## src/rtl/bcd_rtc_pkg.sv

```systemverilog
package bcd_rtc_pkg;
  localparam int unsigned RW = 8;
  localparam int unsigned NREG = 7;

  typedef enum logic [2:0] {
    SEL_SEC  = 3'd0,
    SEL_MIN  = 3'd1,
    SEL_HOUR = 3'd2,
    SEL_DATE = 3'd3,
    SEL_MON  = 3'd4,
    SEL_YEAR = 3'd5,
    SEL_DOW  = 3'd6
  } rtc_sel_e;

  function automatic logic [RW-1:0] bcd_inc(input logic [RW-1:0] v);
    if (v[3:0] >= 4'd9) return {v[7:4] + 4'd1, 4'd0};
    return {v[7:4], v[3:0] + 4'd1};
  endfunction

  function automatic logic year_is_leap(input logic [RW-1:0] y);
    logic [6:0] b;
    b = 7'(y[7:4]) * 7'd10 + 7'(y[3:0]);
    return b[1:0] == 2'b00;
  endfunction

  function automatic logic [RW-1:0] month_last_day(input logic [RW-1:0] mo,
                                                   input logic [RW-1:0] y);
    case (mo)
      8'h02:                      return year_is_leap(y) ? 8'h29 : 8'h28;
      8'h04, 8'h06, 8'h09, 8'h11: return 8'h30;
      default:                    return 8'h31;
    endcase
  endfunction
endpackage

```

## src/rtl/bcd_wrap_counter.sv

```systemverilog
module bcd_wrap_counter
  import bcd_rtc_pkg::*;
#(
  parameter logic [RW-1:0] LOW     = 8'h00,
  parameter logic [RW-1:0] RST_VAL = 8'h00,
  parameter logic [RW-1:0] WR_MASK = 8'hFF
) (
  input  logic          clk_i,
  input  logic          rst_ni,
  input  logic          inc_i,
  input  logic [RW-1:0] lim_i,
  input  logic          ld_i,
  input  logic [RW-1:0] ld_val_i,
  output logic [RW-1:0] q_o
);
  logic [RW-1:0] q, nxt;

  always_comb begin
    nxt = q;
    if (ld_i)       nxt = ld_val_i & WR_MASK;
    else if (inc_i) nxt = (q >= lim_i) ? LOW : bcd_inc(q);
  end

  always_ff @(posedge clk_i or negedge rst_ni)
    if (!rst_ni) q <= RST_VAL;
    else         q <= nxt;

  assign q_o = q;
endmodule

```

## src/rtl/bcd_hour_counter.sv

```systemverilog
module bcd_hour_counter
  import bcd_rtc_pkg::*;
#(
  parameter logic [RW-1:0] RST_VAL = 8'h12,
  parameter logic [RW-1:0] WR_MASK = 8'hBF
) (
  input  logic          clk_i,
  input  logic          rst_ni,
  input  logic          inc_i,
  input  logic          ld_i,
  input  logic [RW-1:0] ld_val_i,
  output logic [RW-1:0] q_o,
  output logic          last_o
);
  logic [RW-1:0] q, nxt, h24_inc, h12_inc;
  logic          mode24, pm;

  assign mode24 = q[7];
  assign pm     = q[5];
  assign h24_inc = bcd_inc({2'b00, q[5:0]});
  assign h12_inc = bcd_inc({3'b000, q[4:0]});

  // last hour of the day in either format
  assign last_o = mode24 ? (q[5:0] == 6'h23) : (pm && q[4:0] == 5'h11);

  always_comb begin
    nxt = q;
    if (ld_i) begin
      nxt = ld_val_i & WR_MASK;
    end else if (inc_i) begin
      if (mode24) begin
        nxt = (q[5:0] == 6'h23) ? 8'h80 : {2'b10, h24_inc[5:0]};
      end else if (q[4:0] == 5'h11) begin
        nxt = {2'b00, ~pm, 5'h12};
      end else if (q[4:0] == 5'h12) begin
        nxt = {2'b00, pm, 5'h01};
      end else begin
        nxt = {2'b00, pm, h12_inc[4:0]};
      end
    end
  end

  always_ff @(posedge clk_i or negedge rst_ni)
    if (!rst_ni) q <= RST_VAL;
    else         q <= nxt;

  assign q_o = q;
endmodule

```

## src/rtl/bcd_rtc_core.sv

```systemverilog
module bcd_rtc_core
  import bcd_rtc_pkg::*;
#(
  parameter int unsigned DOW_N = 7,
  localparam int unsigned DOW_W = $clog2(DOW_N)
) (
  input  logic             clk_i,
  input  logic             rst_ni,
  input  logic             tick_i,
  input  logic             wr_en_i,
  input  logic [2:0]       wr_sel_i,
  input  logic [RW-1:0]    wr_data_i,
  output logic [RW-1:0]    sec_o,
  output logic [RW-1:0]    min_o,
  output logic [RW-1:0]    hour_o,
  output logic [RW-1:0]    date_o,
  output logic [RW-1:0]    month_o,
  output logic [RW-1:0]    year_o,
  output logic [DOW_W-1:0] dow_o,
  output logic             day_carry_o
);
  logic [NREG-1:0] ld;
  logic [RW-1:0]   sec_q, min_q, hour_q, date_q, mon_q, year_q, last_day;
  logic            hour_last;
  logic            c_min, c_hr, c_day, c_mon, c_yr;
  logic [DOW_W-1:0] dow_q;
  logic            carry_q;

  for (genvar i = 0; i < NREG; i++) begin : g_ld
    assign ld[i] = wr_en_i && (wr_sel_i == 3'(i));
  end

  // carry chain uses current register values, independent of writes
  assign last_day = month_last_day(mon_q, year_q);
  assign c_min = tick_i && (sec_q >= 8'h59);
  assign c_hr  = c_min && (min_q >= 8'h59);
  assign c_day = c_hr && hour_last;
  assign c_mon = c_day && (date_q >= last_day);
  assign c_yr  = c_mon && (mon_q >= 8'h12);

  bcd_wrap_counter #(.LOW(8'h00), .RST_VAL(8'h00), .WR_MASK(8'h7F)) u_sec (
    .clk_i, .rst_ni, .inc_i(tick_i), .lim_i(8'h59),
    .ld_i(ld[SEL_SEC]), .ld_val_i(wr_data_i), .q_o(sec_q));

  bcd_wrap_counter #(.LOW(8'h00), .RST_VAL(8'h00), .WR_MASK(8'h7F)) u_min (
    .clk_i, .rst_ni, .inc_i(c_min), .lim_i(8'h59),
    .ld_i(ld[SEL_MIN]), .ld_val_i(wr_data_i), .q_o(min_q));

  bcd_hour_counter #(.RST_VAL(8'h12), .WR_MASK(8'hBF)) u_hour (
    .clk_i, .rst_ni, .inc_i(c_hr),
    .ld_i(ld[SEL_HOUR]), .ld_val_i(wr_data_i), .q_o(hour_q), .last_o(hour_last));

  bcd_wrap_counter #(.LOW(8'h01), .RST_VAL(8'h01), .WR_MASK(8'h3F)) u_date (
    .clk_i, .rst_ni, .inc_i(c_day), .lim_i(last_day),
    .ld_i(ld[SEL_DATE]), .ld_val_i(wr_data_i), .q_o(date_q));

  bcd_wrap_counter #(.LOW(8'h01), .RST_VAL(8'h01), .WR_MASK(8'h1F)) u_mon (
    .clk_i, .rst_ni, .inc_i(c_mon), .lim_i(8'h12),
    .ld_i(ld[SEL_MON]), .ld_val_i(wr_data_i), .q_o(mon_q));

  bcd_wrap_counter #(.LOW(8'h00), .RST_VAL(8'h00), .WR_MASK(8'hFF)) u_year (
    .clk_i, .rst_ni, .inc_i(c_yr), .lim_i(8'h99),
    .ld_i(ld[SEL_YEAR]), .ld_val_i(wr_data_i), .q_o(year_q));

  always_ff @(posedge clk_i or negedge rst_ni) begin
    if (!rst_ni) begin
      dow_q   <= '0;
      carry_q <= 1'b0;
    end else begin
      carry_q <= c_day;
      if (ld[SEL_DOW])
        dow_q <= wr_data_i[DOW_W-1:0];
      else if (c_day)
        dow_q <= (dow_q >= DOW_W'(DOW_N - 1)) ? '0 : dow_q + 1'b1;
    end
  end

  assign sec_o       = sec_q;
  assign min_o       = min_q;
  assign hour_o      = hour_q;
  assign date_o      = date_q;
  assign month_o     = mon_q;
  assign year_o      = year_q;
  assign dow_o       = dow_q;
  assign day_carry_o = carry_q;
endmodule

```

## config.mk

```make
export PLATFORM = sky130hd
export DESIGN_NAME = bcd_rtc_core
export DESIGN_NICKNAME = d
export VERILOG_FILES = /design/src/rtl/bcd_rtc_pkg.sv /design/src/rtl/bcd_wrap_counter.sv /design/src/rtl/bcd_hour_counter.sv /design/src/rtl/bcd_rtc_core.sv
export SDC_FILE = /design/constraint.sdc
export NUM_CORES = 1
export LEC_CHECK = 0
export CAP_MARGIN = 20
export CORE_ASPECT_RATIO = 1.4
export CORE_MARGIN = 4
export CORE_UTILIZATION = 54
export CTS_CLUSTER_SIZE = 10
export DETAILED_ROUTE_END_ITERATION = 10
export HOLD_SLACK_MARGIN = 0.1
export PLACE_DENSITY_LB_ADDON = 0.12
export SLEW_MARGIN = 5
export SYNTH_ARGS = -nofsm -noshare
export SYNTH_HDL_FRONTEND = slang
export SYNTH_SLANG_ARGS = --single-unit
```

## constraint.sdc

```tcl
create_clock -name clk_i -period 3.9 [get_ports clk_i]
set_clock_uncertainty 0.1 [all_clocks]
set_input_delay 0.585 -clock clk_i [delete_from_list [all_inputs] [get_ports clk_i]]
set_output_delay 0.585 -clock clk_i [all_outputs]
set_load 0.02 [all_outputs]
```

# Word level (Yosys, flattened, before mapping)
# Cells that the tools add are included.
# W data, S select, Z words.
# word_totals
reg_bits	52
input_bits	15
elab_cells	153
# op_classes
add_sub_neg	15
multipliers	1
order_cmp	12
eq_ne	15
n_mux	57
bitwise_logic	1
reduce_logical	37
# ops
op	n
$mux W8	29
$add A4 B1 Y4 const B	11
$ge A4 B4 Y1 const B	6
$mux W1	18
$mux W6	3
$reduce_bool A3 Y1	6
$eq A8 B3 Y1 const B	2
$ge A8 B7 Y1 const B	2
$mux W5	3
$reduce_bool A2 Y1	7
$logic_and A1 B1 Y1	13
$eq A5 B5 Y1 const B	2
$pmux W5 S2	1
$reduce_and A2 Y1	5
$eq A3 B3 Y1 const B	3
$mux W3	3
$eq A8 B2 Y1 const B	1
$eq A8 B4 Y1 const B	1
$eq A8 B5 Y1 const B	1
$ge A8 B5 Y1 const B	1
$ge A8 B6 Y1	1
$ge A8 B8 Y1 const B	1
$eq A3 B2 Y1 const B	2
$eq A6 B6 Y1 const B	1
other kinds (14)	15

# Depth between registers and ports, before layout
# Gate-level depths: netlist (run 1).
# depth
depth_word	14
ltp_mapped	14
depth_no_buf	13

# Modules after synthesis
# A second synthesis (run 1) with hierarchy kept.
# hier_totals
hier_cells	584
hier_area_um2	5042.3
# modules_own_cells
mod	n_inst	cells_per_inst	area_per_inst_um2	seq_area_each_um2
bcd_wrap_counter at u_mon	1	93	828.3	201.4
bcd_wrap_counter at u_year	1	94	788.3	200.2
bcd_wrap_counter at u_date	1	85	782.0	201.4
bcd_wrap_counter at u_min	1	87	769.5	200.2
bcd_wrap_counter at u_sec	1	87	765.7	200.2
bcd_hour_counter	1	71	608.1	177.7
bcd_rtc_core	1	67	500.5	100.1

# Worst setup path after synthesis (run 1)
# No wires, ideal clock.
# synth_path
path_kind	register to register
startpoint	register u_mon.q[0], in the netlist u_mon.q_o[0]
endpoint	register u_year.q[1], in the netlist u_year.q_o[1]
setup_ps	126
arrival_ps	2849
slack_ps	825
stages_incl_launch_ff	13
path_buffers	0
path_cell_list	dfstp_2 > inv_1 > ha_1 > o211ai_1 > o21ai_0 > nand3_1 > o21a_1 > ha_1 > nor4b_1 > nor2_1 > o21ai_1 > nor3_1 > a221o_1
# synth_between
elab_chain_len	7
elab_cells_between_ends	12
# synth_rtl
item	line	rtl
from (decl)	bcd_wrap_counter.sv:16	logic [RW-1:0] q, nxt;
from (signal assigned)	bcd_wrap_counter.sv:26	else q <= nxt;
$eq A8 B3 Y1 (tied with other cells)	bcd_rtc_pkg.sv:28	case (mo)
$reduce_or A4 Y1	bcd_rtc_pkg.sv:28	
$pmux W5 S2	bcd_rtc_pkg.sv:28	
$ge A8 B6 Y1	-	
$logic_and A1 B1 Y1	bcd_rtc_core.sv:38	assign c_mon = c_day && (date_q >= last_day);
$logic_and A1 B1 Y1 *	bcd_rtc_core.sv:39	assign c_yr = c_mon && (mon_q >= 8'h12);
$reduce_bool A2 Y1 (no source line) *	-	
to (signal assigned)	bcd_wrap_counter.sv:26	
to (decl)	bcd_wrap_counter.sv:16	
# Every way passes the cells marked *; elsewhere a longest branch is shown, timed or not.
# A chain may end at the register's enable or synchronous reset.

# Final worst setup path (run 1)
# layout_path
startpoint	register u_mon.q[5], in the netlist u_mon.q_o[5]
endpoint	register u_year.q[5], in the netlist u_year.q_o[5]
# layout_between
elab_chain_len	8
elab_cells_between_ends	13
# layout_rtl
item	line
$eq A8 B3 Y1 (tied with other cells)	bcd_rtc_pkg.sv:28
$reduce_or A4 Y1	bcd_rtc_pkg.sv:28
$pmux W5 S2	bcd_rtc_pkg.sv:28
$ge A8 B6 Y1	-
$logic_and A1 B1 Y1	bcd_rtc_core.sv:38
$logic_and A1 B1 Y1 *	bcd_rtc_core.sv:39
$reduce_bool A2 Y1 (no source line) *	-
$reduce_and A2 Y1 (no source line) *	-
# Marked as above.

==> impl_results.md, run 1 <==
* Crit path to: u_year.q_o[5]
* Worst setup path startpoint: u_mon.q_o[5]
* Critical-path cell list: inv_1, ha_1, nor2b_1, o211ai_1, o21ai_0, nand3_1, o21a_1, ha_1, nor4b_1, nor2_1, o21ai_1, buf_4, or4_1, a31oi_1
* RD Place Congestion at 0.916
* Worst-Margin Slew at roughly 930 ps
* Status: finished, final reports clean
* Hold Worst Slack at between 200 and 250 ps
* Clk pin slew, worst setup/hold paths at ~100 ps
* Post-synth EDFFs at 0
* WL final at between 10000 and 15000 um
* FF+latch count, synth at 51
* Cell mode on critical path: ha_1
* Final net count at 539
* Clock Root Buffer: clkbuf_8
* Final HPWL DP at approximately 7500 um
* First-pass GRT wire length at ~17000 um
* Share of layout cells above drive strength 1 at under 10%
* R2r endpoint: u_year.q_o[5]
* CTS tree: done
* Fmax at roughly 320 MHz
* Place WS at around 800 ps
* ANT nets after route at 0
* Peak supply drop at ~270 uV
* Initial core utilization at a little under three fifths
* Multi-input gate area at 0.00228 sq mm
* Worst path depth at 14
* Fill cells at roughly 550
* Final core utilization at 68.8%
* Clock Latency Late Sink at 300 ps
* Area grow syn2layout at 22.8%
* CTS max path bufs at 2
* Asr flop ratio synth at 100%
* Core area at approximately 0.0067 sq mm
* Most frequent cells after synthesis: dfrtp_1, nand2_1, ha_1
* Crit path largest cell delay at between 400 and 500 ps
* Area leader, netlist: dfrtp_1
* DR iter-0 viols at approximately 180
* Post-Synthesis Cells at roughly 430
* Row cnt at 35
* Via/cell ratio at about 6.1
* Overflow left after global routing at 0
* Register area at ~0.0013 sq mm
* Crit path buf inv count at 2
* Final hold violation count at 0
* Syn Area/Cell at 8.77 sq um
* Drt drc at 0
* Ys flop type: dfrtp_1
* Initial antenna violation count at 0
* Die Ht at ~110 um
* Setup bufs post-CTS at 0
* Die Area at around 0.0083 sq mm
* Tot GR Track Use at roughly a quarter
* Port bufs at 65
* Clock Sinks at between 50 and 60
* Worst Setup Path Type: reg2reg
* Final worst setup slack at between 700 and 800 ps
* CP Launch Type: register
* N_diodes at 0
* Top cell type's share of synthesized area at 31.5%
* Seq/Total Area, Yosys at about a third
* Reg-to-reg setup timing slack at 740 ps
* Period utilization at 81.0%
* # hold bufs at CTS at 0
* Pwr/cell area at 542 mW/mm^2
* Relative slew slack at 37.7%
* Mapped Area at about 0.0037 sq mm
* Final Max Slew Viols at 0
* Tmin final at between 3000 and 4000 ps
* Vias in the first global route at about 3500
* Total CTS buffers at 5
* Resize count post-CTS at 0
* Critical Path RT at ~4000 ps
* Pleak at between 1.5 and 2 nW
* Htree depth at 2
* Vias at between 3000 and 4000
* Post-synth cell types at 73
* RSZ-0062 raised after global routing: false
* R2r worst-path depth at 14
* Die Wd at 78.2 um
* Pin count of the biggest net entering global routing at 29
* CP max FO at 10
* Slowest cell on the critical path: or4_1
* WL/cell at approximately 18 um
* Pre-antenna DRT Iters at 4
* Critical Path AT at 3290 ps
* Launching point of the worst reg2reg path: u_mon.q_o[5]
* Max cap viols at 0
* Top cells by area, synth: dfrtp_1, ha_1, nand2_1
* Worst hold path class: in2async
* Crit path max-delay family: simple AND/OR/NAND/NOR gates
* Warnings from Yosys at 0
* Setup TNS at 0 ps
* Crit end category: register
* Syn nets at 477
* I/O pin cnt at 67
* Final setup viols at 0
-- sequential cells by signal, indices dropped and copies added (netlist names) --
signal       flops
dow_o            3
u_date.q_o       8
u_sec.q_o        8
u_year.q_o       8
u_min.q_o        8
u_hour.q_o       7
u_mon.q_o        8
day_carry_o      1
-- routing by layer --
layer  up-vias  share of wire (%)  GRT usage [%]
met3        29                5.5           3.56
met2       127                 50           43.9
li1       1691                  -              -
met5         -                  0              0
met4         0                3.7           13.1
met1      1677                 40           31.2
-- how the worst min path moves through the flow --
stage / from / end / cells past startpoint
floorplan: rst_ni / day_carry_o / 0
global placement: u_min.q_o[7] / u_min.q_o[7] / 1
detailed placement: u_min.q_o[7] / u_min.q_o[7] / 1
CTS: rst_ni / u_min.q_o[0] / 1
global route: rst_ni / u_min.q_o[2] / 1
finish: rst_ni / u_min.q_o[0] / 1
-- cell type report --
| cell class | instances | share of cell area (%) |
|---|---|---|
| clock buffer | 6 | 1.80 |
| clock inverter | 2 | 0.765 |
| inverter | 25 | 2.05 |
| multi-input combinational | 333 | 49.8 |
| sequential | 51 | 28.0 |
| tap | 92 | 2.51 |
| timing repair buffer | 71 | 15.1 |
-- metrics by stage --
step                      instance area, sq um  instances  power [mW]
after global placement                    4460        572        2.07
after floorplan                           3730        425        1.60
after CTS                                 4580        580        2.49
final                                     4580        580        2.48
after detailed placement                  4460        572        2.10
after global routing                      4580        580        2.67
-- cell usage in the layout, fill, tap and decap left out, drive strengths merged, types with 5 or more instances in the layout --
cell type / instances
o31ai: 7
nand2: 47
o21a: 7
ha: 37
nor2b: 7
buf: 7
nand2b: 5
mux2: 5
o21ai: 26
and3: 9
o211ai: 5
clkdlybuf4s50: 64
a21oi: 13
nand3: 13
clkbuf: 6
dfrtp: 47
a31oi: 14
nor4: 6
a22o: 5
a221o: 5
nand4: 7
and2: 5
inv: 25
nor2: 31
nor3: 16
-- cell families after synthesis --
group | Yosys count | share of synthesized area (%)
AOI/OAI and AO/OA | 112 | 21.1
muxes | 8 | 2.32
other | 1 | 0.101
adders and majority gates | 37 | 12.4
buffers and inverters | 41 | 4.66
xor gates and xnor gates | 2 | 0.470
and+or+nand+nor | 173 | 24.5
DFF | 51 | 34.4
-- report_power, final --
| part | switching [mW] | internal, mW |
|---|---|---|
| Clock | 0.181 | 0.208 |
| Sequential | 0.216 | 0.666 |
| Combinational | 0.644 | 0.565 |
| Total | 1.04 | 1.44 |
Note: power is estimated with default switching activity, not from simulation.
==> inputs of run 2 (changes only) <==
clock period = 3.2 ns   (was 3.9 ns; I/O delays follow)
==> run 2 against run 1 <==
Flip-flop and latch count did not move. Maximum frequency rose by 6.8%. Via count grew 2.1%. Utilization rose by 0.92 points. First-iteration DRC count is 16% lower. Die area is the same. Cell count increased by 1.7%. Critical path type unchanged. Highest routed layer unchanged.
==> impl_results.md, run 2 (synthesis gave the netlist of run 1 again) <==
* Die Area at 0.00832 sq mm (unchanged)
* Clock Root Buffer: clkbuf_8 (unchanged)
* Clock Latency Late Sink at 320 ps (was 300 ps)
* Pwr/cell area at 642 mW/mm^2 (was 542 mW/mm^2)
* ANT nets after route at 0 (unchanged)
* Dpl cells at 580 (was 572)
* WL/cell at 18.0 um (was 17.9 um)
* Clk pin slew, worst setup/hold paths at 110 ps (was 100 ps)
* Peak supply drop at 291 uV (was 267 uV)
* Most frequent cells in the layout: clkdlybuf4s50_1, nand2_1, dfrtp_1, ha_1, nor2_1 (unchanged)
* Clock Sinks at 51 (unchanged)
* Port bufs at 65 (unchanged)
* Dpl cell area at 0.00452 sq mm (was 0.00446 sq mm)
* Multi-input gate area at 0.00229 sq mm (was 0.00228 sq mm)
* Final net count at 549 (was 539)
* Max cap viols at 0 (unchanged)
* Launching point of the worst reg2reg path: u_mon.q_o[0] (was u_mon.q_o[5])
* DR iter-0 viols at 152 (was 182)
* CTS tree: done (unchanged)
* Drt drc at 0 (unchanged)
* Final setup viols at 0 (unchanged)
* Slowest cell on the critical path: dfstp_2 (was or4_1)
* Core area at 0.00666 sq mm (unchanged)
* Final HPWL DP at 7840 um (was 7520 um)
* Die Wd at 78.2 um (unchanged)
* Final hold violation count at 0 (unchanged)
* I/O pin cnt at 67 (unchanged)
* CP max FO at 10 (unchanged)
* Final Max Slew Viols at 0 (unchanged)
* Commonest non-fill, non-tap cell in the layout: clkdlybuf4s50_1 (unchanged)
* Register area at 0.00128 sq mm (about the same)
* Cell mode on critical path: ha_1 (unchanged)
* Initial core utilization at 56.0% (unchanged)
* Crit path largest cell delay at 590 ps (was 480 ps)
* Pin count of the biggest net entering global routing at 26 (was 29)
* Period utilization at 92.4% (was 81.0%)
* Setup TNS at 0 ps (unchanged)
* Fill cells at 563 (was 547)
* Via/cell ratio at 6.10 (was 6.08)
* Crit end category: register (unchanged)
* Area grow syn2layout at 24.4% (was 22.8%)
* Pre-antenna DRT Iters at 5 (was 4)
* Htree depth at 2 (unchanged)
* CTS max path bufs at 2 (unchanged)
* Overflow left after global routing at 0 (unchanged)
* CP Launch Type: register (unchanged)
* Row cnt at 35 (unchanged)
* Share of layout cells above drive strength 1 at 10.0% (was 7.38%)
* Initial antenna violation count at 0 (unchanged)
* Reg-to-reg setup timing slack at 240 ps (was 740 ps)
* Relative slew slack at 60.0% (was 37.7%)
* Die Ht at 106 um (unchanged)
* Critical-path cell list: inv_1, ha_1, nand4b_1, nand3_1, o21a_1, ha_1, nor4b_2, nor2_2, o21ai_1, buf_4, or4_1, a31oi_1 (was inv_1, ha_1, nor2b_1, o211ai_1, o21ai_0, nand3_1, o21a_1, ha_1, nor4b_1, nor2_1, o21ai_1, buf_4, or4_1, a31oi_1)
* Vias in the first global route at 3620 (was 3454)
* Tot GR Track Use at 26.0% (was 25.7%)
* Total CTS buffers at 5 (unchanged)
* Worst hold path class: reg2reg (was in2async)
* Worst setup path startpoint: u_mon.q_o[0] (was u_mon.q_o[5])
* Final Non-Filler Cells at 590 (was 580)
* WL final at 10600 um (was 10400 um)
* Worst Setup Path Type: reg2reg (unchanged)
* First-pass GRT wire length at 17500 um (was 17100 um)
* Fmax at 338 MHz (was 317 MHz)
* Hold wc startpoint: u_min.q_o[7]
* Status: finished, final reports clean (unchanged)
* Pleak at 2.02 nW (was 1.99 nW)
* Tmin final at 2960 ps (was 3160 ps)
* Final Instance Area at 0.00464 sq mm (was 0.00458 sq mm)
* N_diodes at 0 (unchanged)
* RD Place Congestion at 0.951 (was 0.916)
* Critical Path AT at 3090 ps (was 3290 ps)
* Worst-Margin Slew at 592 ps (was 927 ps)
* Critical Path RT at 3330 ps (was 4030 ps)
* Vias at 3598 (was 3524)
[run 2: final cells by class]
cell class,count,area share (%)
multi-input combinational,333,49.4
sequential,51,27.6
timing repair buffer,81,16.6
tap,92,2.48
inverter,25,2.02
clock buffer,5,1.48
clock inverter,3,0.431
[run 2: what timing repair did]
action	CTS	global route
setup endpoints to repair	0	21
setup buffers	0	1
hold endpoints to repair	21	0
resized for setup	0	7
hold buffers	1	0
[run 2: per-stage QoR]
stage                     utilization, %  setup WS, ps  hold slack [ps]  total power [mW]
after floorplan                        -           125             84.4              1.95
after global placement              67.9           204              398              2.54
after detailed placement            67.9          99.8              413              2.58
after CTS                           69.4          54.2              437              2.97
after global routing                69.7         -10.5              454              3.19
final                               69.7           243              438              2.98
[run 2: worst paths after layout]
check / endpoint / cells past startpoint
worst max-delay path: u_year.q_o[5] / 12
worst min-delay path: u_min.q_o[7] / 1
worst max register to register: u_year.q_o[5] / 12
worst min register to register: u_min.q_o[7] / 1
max in group asynchronous: u_hour.q_o[4] / 3
min in group asynchronous: u_min.q_o[2] / 2
[run 2: where the power goes]
group | internal, mW | switching, mW
sequential | 0.812 | 0.261
combinational | 0.716 | 0.803
clock | 0.153 | 0.236
total | 1.68 | 1.30
[run 2: worst max-delay path, delay by kind of cell (launching register included)]
kind	cells	cell delay, ps
AOI/OAI and AO/OA	3	400
adders and majority gates	2	520
buffers and inverters	2	270
DFF	1	590
and+or+nand+nor	5	1010
[run 2: metal layers]
metal | up-vias | wire length (um) | share of wire [%] | track usage [%]
met2 | 110 | 5410 | 51 | 46.5
li1 | 1719 | - | - | -
met1 | 1740 | 4410 | 42 | 31.1
met3 | 29 | 390 | 3.7 | 3.22
met5 | - | 0 | 0 | 0
met4 | 0 | 379 | 3.6 | 11.1
==> inputs of run 3 (changes only) <==
CTS_CLUSTER_DIAMETER = 30   (was unset)
==> results of run 3 <==
Same layout as run 2: the final DEF is identical, and so are final timing and power.
